### config.mk
export PLATFORM = sky130hd
export DESIGN_NAME = lamp_countdown
export DESIGN_NICKNAME = d
export VERILOG_FILES = /design/src/rtl/lamp_countdown_pkg.sv /design/src/rtl/lamp_countdown_ctrl.sv /design/src/rtl/lamp_countdown_dp.sv /design/src/rtl/lamp_countdown.sv
export SDC_FILE = /design/constraint.sdc
export NUM_CORES = 1
export LEC_CHECK = 0
export BUFFER_PORTS_ARGS = -buffer_cell sky130_fd_sc_hd__buf_2
export CAP_MARGIN = 10
export CORE_MARGIN = 2
export CORE_UTILIZATION = 61
export CTS_CLUSTER_SIZE = 16
export DETAILED_ROUTE_END_ITERATION = 8
export GPL_ROUTABILITY_DRIVEN = 1
export PLACE_DENSITY = 0.85
export SYNTH_ARGS = -nofsm -noshare
export SYNTH_HDL_FRONTEND = slang
export SYNTH_HIERARCHICAL = 1
export SYNTH_SLANG_ARGS = --single-unit
### constraint.sdc
create_clock -name clk -period 3.9 [get_ports clk]
set_input_delay 0.78 -clock clk [delete_from_list [all_inputs] [get_ports clk]]
set_output_delay 0.78 -clock clk [all_outputs]
set_load 0.01 [all_outputs]
### src/rtl/lamp_countdown_pkg.sv
package lamp_countdown_pkg;

  // Strobes from control to datapath
  typedef struct packed {
    logic clearAll;  // reset: all lamps off, count zero
    logic loadAll;   // start: all lamps on, count full
    logic step;      // one interval elapsed
  } lcdStrobe_t;

endpackage

### src/rtl/lamp_countdown_ctrl.sv
module lamp_countdown_ctrl
  import lamp_countdown_pkg::*;
#(
  parameter int CLK_HZ = 100_000_000
) (
  input  logic       clk,
  input  logic       rst,
  input  logic       start,
  input  logic       lastStep,
  output lcdStrobe_t strb,
  output logic       doneOut
);

  localparam int TW = $clog2(CLK_HZ + 1);
  localparam logic [TW-1:0] TIMER_LAST = TW'(CLK_HZ - 1);

  logic [TW-1:0] timerQ;
  logic          runningQ;
  logic          doneQ;
  logic          expire;

  assign expire = runningQ && (timerQ == TIMER_LAST);

  always_comb begin
    strb.clearAll = rst;
    strb.loadAll  = !rst && start;
    strb.step     = !rst && !start && expire;
  end

  always_ff @(posedge clk) begin
    if (rst) begin
      timerQ   <= '0;
      runningQ <= 1'b0;
      doneQ    <= 1'b0;
    end else if (start) begin
      timerQ   <= '0;
      runningQ <= 1'b1;
      doneQ    <= 1'b0;
    end else if (runningQ) begin
      if (expire) begin
        timerQ <= '0;
        if (lastStep) begin
          runningQ <= 1'b0;
          doneQ    <= 1'b1;
        end
      end else begin
        timerQ <= timerQ + TW'(1);
      end
    end
  end

  assign doneOut = doneQ;

endmodule

### src/rtl/lamp_countdown_dp.sv
module lamp_countdown_dp
  import lamp_countdown_pkg::*;
#(
  parameter int LAMPS = 64
) (
  input  logic                       clk,
  input  lcdStrobe_t                 strb,
  output logic [LAMPS-1:0]           lampsOut,
  output logic [$clog2(LAMPS+1)-1:0] countOut,
  output logic                       lastStep
);

  localparam int CW = $clog2(LAMPS + 1);
  localparam int IW = (LAMPS > 1) ? $clog2(LAMPS) : 1;

  logic [LAMPS-1:0] lampsQ;
  logic [CW-1:0]    countQ;
  logic [CW-1:0]    idxFull;
  logic [IW-1:0]    lampIdx;

  assign idxFull  = countQ - CW'(1);
  assign lampIdx  = idxFull[IW-1:0];
  assign lastStep = (countQ == CW'(1));

  always_ff @(posedge clk) begin
    if (strb.clearAll) begin
      lampsQ <= '0;
      countQ <= '0;
    end else if (strb.loadAll) begin
      lampsQ <= '1;
      countQ <= CW'(LAMPS);
    end else if (strb.step) begin
      lampsQ[lampIdx] <= 1'b0;
      countQ          <= idxFull;
    end
  end

  assign lampsOut = lampsQ;
  assign countOut = countQ;

endmodule

### src/rtl/lamp_countdown.sv
module lamp_countdown
  import lamp_countdown_pkg::*;
#(
  parameter int CLK_HZ = 100_000_000,
  parameter int LAMPS  = 64
) (
  input  logic                       clk,
  input  logic                       rst,
  input  logic                       start,
  output logic [LAMPS-1:0]           lamps,
  output logic [$clog2(LAMPS+1)-1:0] count,
  output logic                       done
);

  lcdStrobe_t strb;
  logic       lastStep;

  lamp_countdown_ctrl #(.CLK_HZ(CLK_HZ)) u_ctrl (
    .clk      (clk),
    .rst      (rst),
    .start    (start),
    .lastStep (lastStep),
    .strb     (strb),
    .doneOut  (done)
  );

  lamp_countdown_dp #(.LAMPS(LAMPS)) u_dp (
    .clk      (clk),
    .strb     (strb),
    .lampsOut (lamps),
    .countOut (count),
    .lastStep (lastStep)
  );

endmodule

==> flow_summary.ini, run 1 <==
[worst_setup_path]
r2r_cells = 6
startpoint_type = register
cp_cell_sequence = inv_1, ha_1, xnor2_2, nand2_1, nor3_1, a211oi_1
cp.arrival_ps = 3090
cp_max_fo = 18
max_stage_delay_ps = 760
end_kind = register
worstPathRequired_ps = 4130
criticalPathCategory = register to register
cp_slowest_cell = dfxtp_1

[die]
start_util_pct = 62.71
die_h_um = 93.13
io_pins = 75
num_rows = 32
core_area_um2 = 7727
dieArea_um2 = 8673
die_w_um = 93.13

[power_and_ir_drop]
switching_share_pct = 28.15
ir_drop_uv = 248.2
p_clk_share_pct = 31.5
p_seq_share_pct = 56.3
comb_power_share_pct = 12.2
finalPower_mw = 1.995
p_int_mw = 1.433
leakagePower_nw = 2.027
powerDensity_nw_per_um2 = 368.9
p_sw_mw = 0.5614

[detailed_routing]
drt_wl_total_um = 12130
routed-via-count = 4467
firstDrtPassIters = 7
avgRoutedWirePerCell_um = 17.25
drtIter0Drc = 416
remaining_drc_errors = 0
antenna_left = 0
viasPerCell = 6.354

[sta]
fin_ws_ps = 1036
hold_violations = 0
grt_setup_unrepaired = false
fin_crit_ps = 2864
fmax_mhz = 349.2
min_period_over_period_pct = 73.43
tightest_slew_ps = 1144
skew_ps = 11.77
tns_ps = 0
slew_headroom_pct = 23.27
slew_viol_final = 0
finalSetupViolations = 0
holdWs_ps = 505.5

[clocking]
cts_max_level = 3
clock_sinks = 100
clkLatencyLatePin_ps = 370
cts_made_buffers = 9
cts_hold_buf = 0
clock_path_buffers = 2
cts_setup_buffers = 0
clkTransAtPathRegs_ps = 100
clockRootBuffer = clkbuf_8
cts_tree = yes
cts.repair.resized = 0

[grt]
grt_pass1_vias = 4040
grt_max_degree = 65
grt_first_pass_wirelength_um = 19500
grt_overflow = 0
antenna_found_initial = 0
grtUsageTotal_pct = 27.84

[logic_synthesis]
async_flop_share_pct = 0
synth_warnings = 6
avgSynthCellArea_um2 = 8.908
ys_seq_elements = 100
synth_ff_type = dfxtp_1
postSynthCellCount = 544
ys_seq_area_share_pct = 41.31
synth.distinct_cells = 65
synth_edf_count = 0
syn_nets = 550
syn_area_um2 = 4846

[layout]
drive_gt1_share_pct = 22.30
fillers = 592
final_area_um2 = 5406
insertedDiodeCount = 0
area_growth_pct = 11.57
nNetsFinal = 602

[status]
status = complete, no violations

[placement]
dp_hpwl_um = 8276
place_area_um2 = 5223
port_buffers = 74
place_ws_ps = 913.7
gp_congestion = 0.8830

[worst_hold_path]
min_path_cells = 2
min_path_type = register to register

[job]
cap_violations = 0
==> flip-flops by register name, indices dropped and copies added (netlist names) <==
name / flops
u_ctrl/runningQ: 1
u_ctrl/doneOut: 1
u_ctrl/timerQ: 27
u_dp/lampsOut: 64
u_dp/countOut: 7
==> power by group through the flow <==
stage               registers [mW]  logic (mW)  clock network (mW)
floorplan                     1.17       0.122                   0
global route                  1.13       0.267               0.671
CTS                           1.12       0.242               0.638
finish                        1.12       0.243               0.629
global placement              1.14       0.233                   0
detailed placement            1.15       0.240                   0
==> final cells by class <==
| class | count | area, um2 | share of cell area, % |
|---|---|---|---|
| clock buffer | 9 | 123.9 | 2.291 |
| inverter | 7 | 26.28 | 0.4860 |
| clock inverter | 7 | 60.06 | 1.111 |
| sequential | 100 | 2002 | 37.03 |
| timing repair buffer | 78 | 400.4 | 7.406 |
| multi-input combinational | 400 | 2666 | 49.32 |
| tap | 102 | 127.6 | 2.361 |
==> routing by layer <==
| layer | vias up | part of all wire, % | global-route usage, % |
|---|---|---|---|
| met5 | - | 0 | 0 |
| met4 | 0 | 2.4 | 12.13 |
| met3 | 34 | 7.8 | 4.271 |
| met2 | 215 | 44 | 41.06 |
| met1 | 2108 | 45 | 40.40 |
| li1 | 2110 | - | - |
==> per-stage QoR <==
stage,util [%],cells
6_report,69.96,703
3_3_place_gp,67.58,687
3_5_place_dp,67.58,687
2_1_floorplan,-,544
4_1_cts,69.96,703
5_1_grt,69.96,703
==> worst max-delay path, delay by kind of cell, from the launching register on <==
family                   cells  cell delay [ps]
buffers and inverters        1              140
adder cells (fa/ha/maj)      1              420
AND/OR/NAND/NOR              2              630
AO/OA/AOI/OAI                1              120
XOR/XNOR                     1              650
flip-flops                   1              760
==> cell families (layout without fill, tap and decap cells) <==
group,after synthesis,in the layout,synth area share (%)
and+or+nand+nor,249,249,27.76
AOI/OAI and AO/OA,124,124,21.02
DFF,100,100,41.31
buffers and inverters,44,101,4.234
xor gates and xnor gates,23,23,4.699
adders and majority gates,3,3,0.7747
muxes,1,1,0.2066
==> layout by cell type, fill, tap and decap left out, drive strengths merged, types with 5 or more instances in the layout <==
master / n
nor2: 79
a21oi: 11
nor2b: 19
a211oi: 41
buf: 78
nand2: 25
nand4: 16
nand3: 43
xnor2: 12
o211ai: 22
o21ai: 20
inv: 10
or4: 11
or3: 8
nor4: 5
clkbuf: 9
nor3: 12
o31ai: 8
xor2: 11
dfxtp: 100
nor4b: 5
==> synth_stat cells (all sizes together) (2+ instances only) <==
cell type	instances	area [um2]
a211oi	41	347.8
a21oi	11	55.05
a311oi	4	35.03
a31oi	4	25.02
and2	3	18.77
and3	3	18.77
and4	3	27.53
buf	18	106.3
clkbuf	19	72.56
dfxtp	100	2002
ha	3	37.54
inv	7	26.28
nand2	25	93.84
nand2b	2	12.51
nand3	43	215.2
nand3b	4	30.03
nand4	16	121.4
nor2	79	306.5
nor2b	19	118.9
nor3	12	65.06
nor3b	3	22.52
nor4	5	46.29
nor4b	5	43.79
nor4bb	2	20.02
o211ai	22	185.2
o21ai	20	107.6
o311ai	4	105.1
o31ai	8	65.06
or2	4	25.03
or3	8	50.05
or4	11	90.08
xnor2	12	112.6
xor2	11	115.1
==> path summary, 6_finish.rpt <==
check	slack [ps]	endpoint	from
setup reg to reg	1040	u_dp/lampsOut[34]	u_dp/countOut[0]
hold reg to reg	510	u_dp/lampsOut[32]	u_dp/lampsOut[32]
setup / recovery	1040	u_dp/lampsOut[34]	u_dp/countOut[0]
hold / removal	510	u_dp/lampsOut[32]	u_dp/lampsOut[32]
Power figures use the tool's default switching activity.
==> inputs of run 2 (changes only) <==
--- a/config.mk
+++ b/config.mk
@@ -8,11 +8,11 @@
 export BUFFER_PORTS_ARGS = -buffer_cell sky130_fd_sc_hd__buf_2
 export CAP_MARGIN = 10
 export CORE_MARGIN = 2
-export CORE_UTILIZATION = 61
+export CORE_UTILIZATION = 57
 export CTS_CLUSTER_SIZE = 16
 export DETAILED_ROUTE_END_ITERATION = 8
 export GPL_ROUTABILITY_DRIVEN = 1
-export PLACE_DENSITY = 0.85
+export PLACE_DENSITY = 0.8
 export SYNTH_ARGS = -nofsm -noshare
 export SYNTH_HDL_FRONTEND = slang
 export SYNTH_HIERARCHICAL = 1
==> constraint.sdc (replaced) <==
create_clock -name clk -period 2.9 [get_ports clk]
set_input_delay 0.58 -clock clk [delete_from_list [all_inputs] [get_ports clk]]
set_output_delay 0.58 -clock clk [all_outputs]
set_load 0.01 [all_outputs]
==> run 2 against run 1 <==
- clock-buffer cell count unchanged
- setup slack got worse by 830 ps
- fmax increased by 6.2%
- cell count increased by 2.3%
- non-clock buffer count increased by 13
- die area increased by 6.7%
- routed wire length increased by 2.5%
- global-route usage decreased by 0.28 points
- register-to-register slack got worse by 830 ps
- largest cell class unchanged
- clock skew increased by 2.8 ps
==> flow_summary.ini, run 2 (synthesis results as in run 1) <==
[status]
status = complete, no violations

[worst_setup_path]
cp_max_fo = 14
r2r_cells = 8
reg2reg_slack_ps = 200
cp_slowest_cell = nor4b_1
end_kind = register
cp.depth = 8
r2r_start = u_ctrl/timerQ[18]
critPathBufInv = 1
criticalPathCategory = register to register
rr_endpoint = u_dp/lampsOut[61]
startpoint_type = register
cp.arrival_ps = 2900
cp_cell_sequence = nor4b_1, nand2_1, nor4_2, buf_4, nor4bb_1, nand4_1, nand2_1, a211oi_1
worstSetupEndpoint = u_dp/lampsOut[61]
worst_path_most_repeated_cell = nand2_1
worstPathRequired_ps = 3100
crit_path_start = u_ctrl/timerQ[18]
crit_family = simple AND/OR/NAND/NOR gates
max_stage_delay_ps = 570

[placement]
gp_congestion = 0.8867
dp.cells = 703
port_buffers = 74
place_area_um2 = 5324
dp_hpwl_um = 8482
place_ws_ps = 349.7

[detailed_routing]
viasPerCell = 6.305
avgRoutedWirePerCell_um = 17.28
remaining_drc_errors = 0
routed-via-count = 4533
antenna_left = 0
firstDrtPassIters = 5
drt_wl_total_um = 12420
drtIter0Drc = 395

[layout]
fin_cells = 719
fillers = 672
largest_register_ffs = 64
seqCellArea_um2 = 2002
nNetsFinal = 615
final_area_um2 = 5555
drive_gt1_share_pct = 23.94
insertedDiodeCount = 0
multi_input_area_um2 = 2666
area_growth_pct = 14.64
mostFrequentLayoutCells = dfxtp_1, buf_2, nor2_1
utilization_pct = 67.61
final_common_cell = dfxtp_1

[sta]
slew_headroom_pct = 19.30
fmax_mhz = 370.8
min_period_over_period_pct = 92.99
fin_crit_ps = 2697
tns_ps = 0
slew_viol_final = 0
skew_ps = 14.59
grt_setup_unrepaired = false
finalSetupViolations = 0
tightest_slew_ps = 1203
fin_ws_ps = 203.2
hold_violations = 0

[clocking]
clkTransAtPathRegs_ps = 100
clock_path_buffers = 2
cts.repair.resized = 0
cts_made_buffers = 9
cts_setup_buffers = 0
cts_max_level = 3
cts_hold_buf = 0
clockRootBuffer = clkbuf_8
cts_tree = yes
clock_sinks = 100
clkLatencyLatePin_ps = 370

[power_and_ir_drop]
powerDensity_nw_per_um2 = 516.1
ir_drop_uv = 267.6
leakagePower_nw = 2.122

[die]
die_h_um = 96.21
start_util_pct = 58.98
dieArea_um2 = 9255
core_area_um2 = 8217
io_pins = 75
num_rows = 33
die_w_um = 96.21

[worst_hold_path]
min_path_type = register to register

[grt]
grt_first_pass_wirelength_um = 20200
grt_max_degree = 64
antenna_found_initial = 0
grtUsageTotal_pct = 27.56
grt_overflow = 0
grt_pass1_vias = 4043

[job]
cap_violations = 0
[run 2: cell types whose count changed in the layout (fill, tap and decap cells not counted), sizes merged]
cell / delta
inv: -1
clkinvlp: -2
clkinv: +1
buf: +13
bufinv: +2
[run 2: layout make-up]
type                       count  share of cell area [%]
multi-input combinational    400                   48.00
sequential                   100                   36.04
timing repair buffer          91                   8.964
tap                          105                   2.365
clock buffer                   9                   2.230
clock inverter                 7                   1.937
inverter                       7                  0.4730
[run 2: power by group]
group	internal, mW	leakage, nW	switching, mW
logic	0.142	1.19	0.184
clock network	0.501	0.113	0.530
registers	1.46	0.824	0.0479
total	2.11	2.12	0.762
[run 2: how the worst min path moves through the flow]
stage                                  from  slack, ps  cells past startpoint                 to
after detailed placement     u_ctrl/doneOut        470                      1     u_ctrl/doneOut
final                        u_ctrl/doneOut        490                      1     u_ctrl/doneOut
after floorplan           u_ctrl/timerQ[26]        450                      2  u_ctrl/timerQ[26]
after global placement       u_ctrl/doneOut        460                      1     u_ctrl/doneOut
after global routing         u_ctrl/doneOut        520                      1     u_ctrl/doneOut
after CTS                    u_ctrl/doneOut        490                      1     u_ctrl/doneOut
[run 2: worst reg2reg max path, stage by stage, from the launching register on]
cell	delay, ps
dfxtp_1	440
nor4b_1	570
nand2_1	130
nor4_2	240
buf_4	230
nor4bb_1	400
nand4_1	230
nand2_1	200
a211oi_1	90
[run 2: stage by stage]
step	power [mW]	hold WS (ps)
2_1_floorplan	1.738	447.1
3_3_place_gp	1.856	456.2
3_5_place_dp	1.866	465.0
4_1_cts	2.882	489.7
5_1_grt	2.985	518.8
6_report	2.867	486.1
[run 2: metal layers]
metal  up-vias  global-route usage, %  wire length [um]
li1       2146                      -                 -
met1      2169                  40.74              5744
met2       198                  41.32              5448
met3        20                  5.638              1063
met4         0                  5.833               167
met5         -                      0                 0
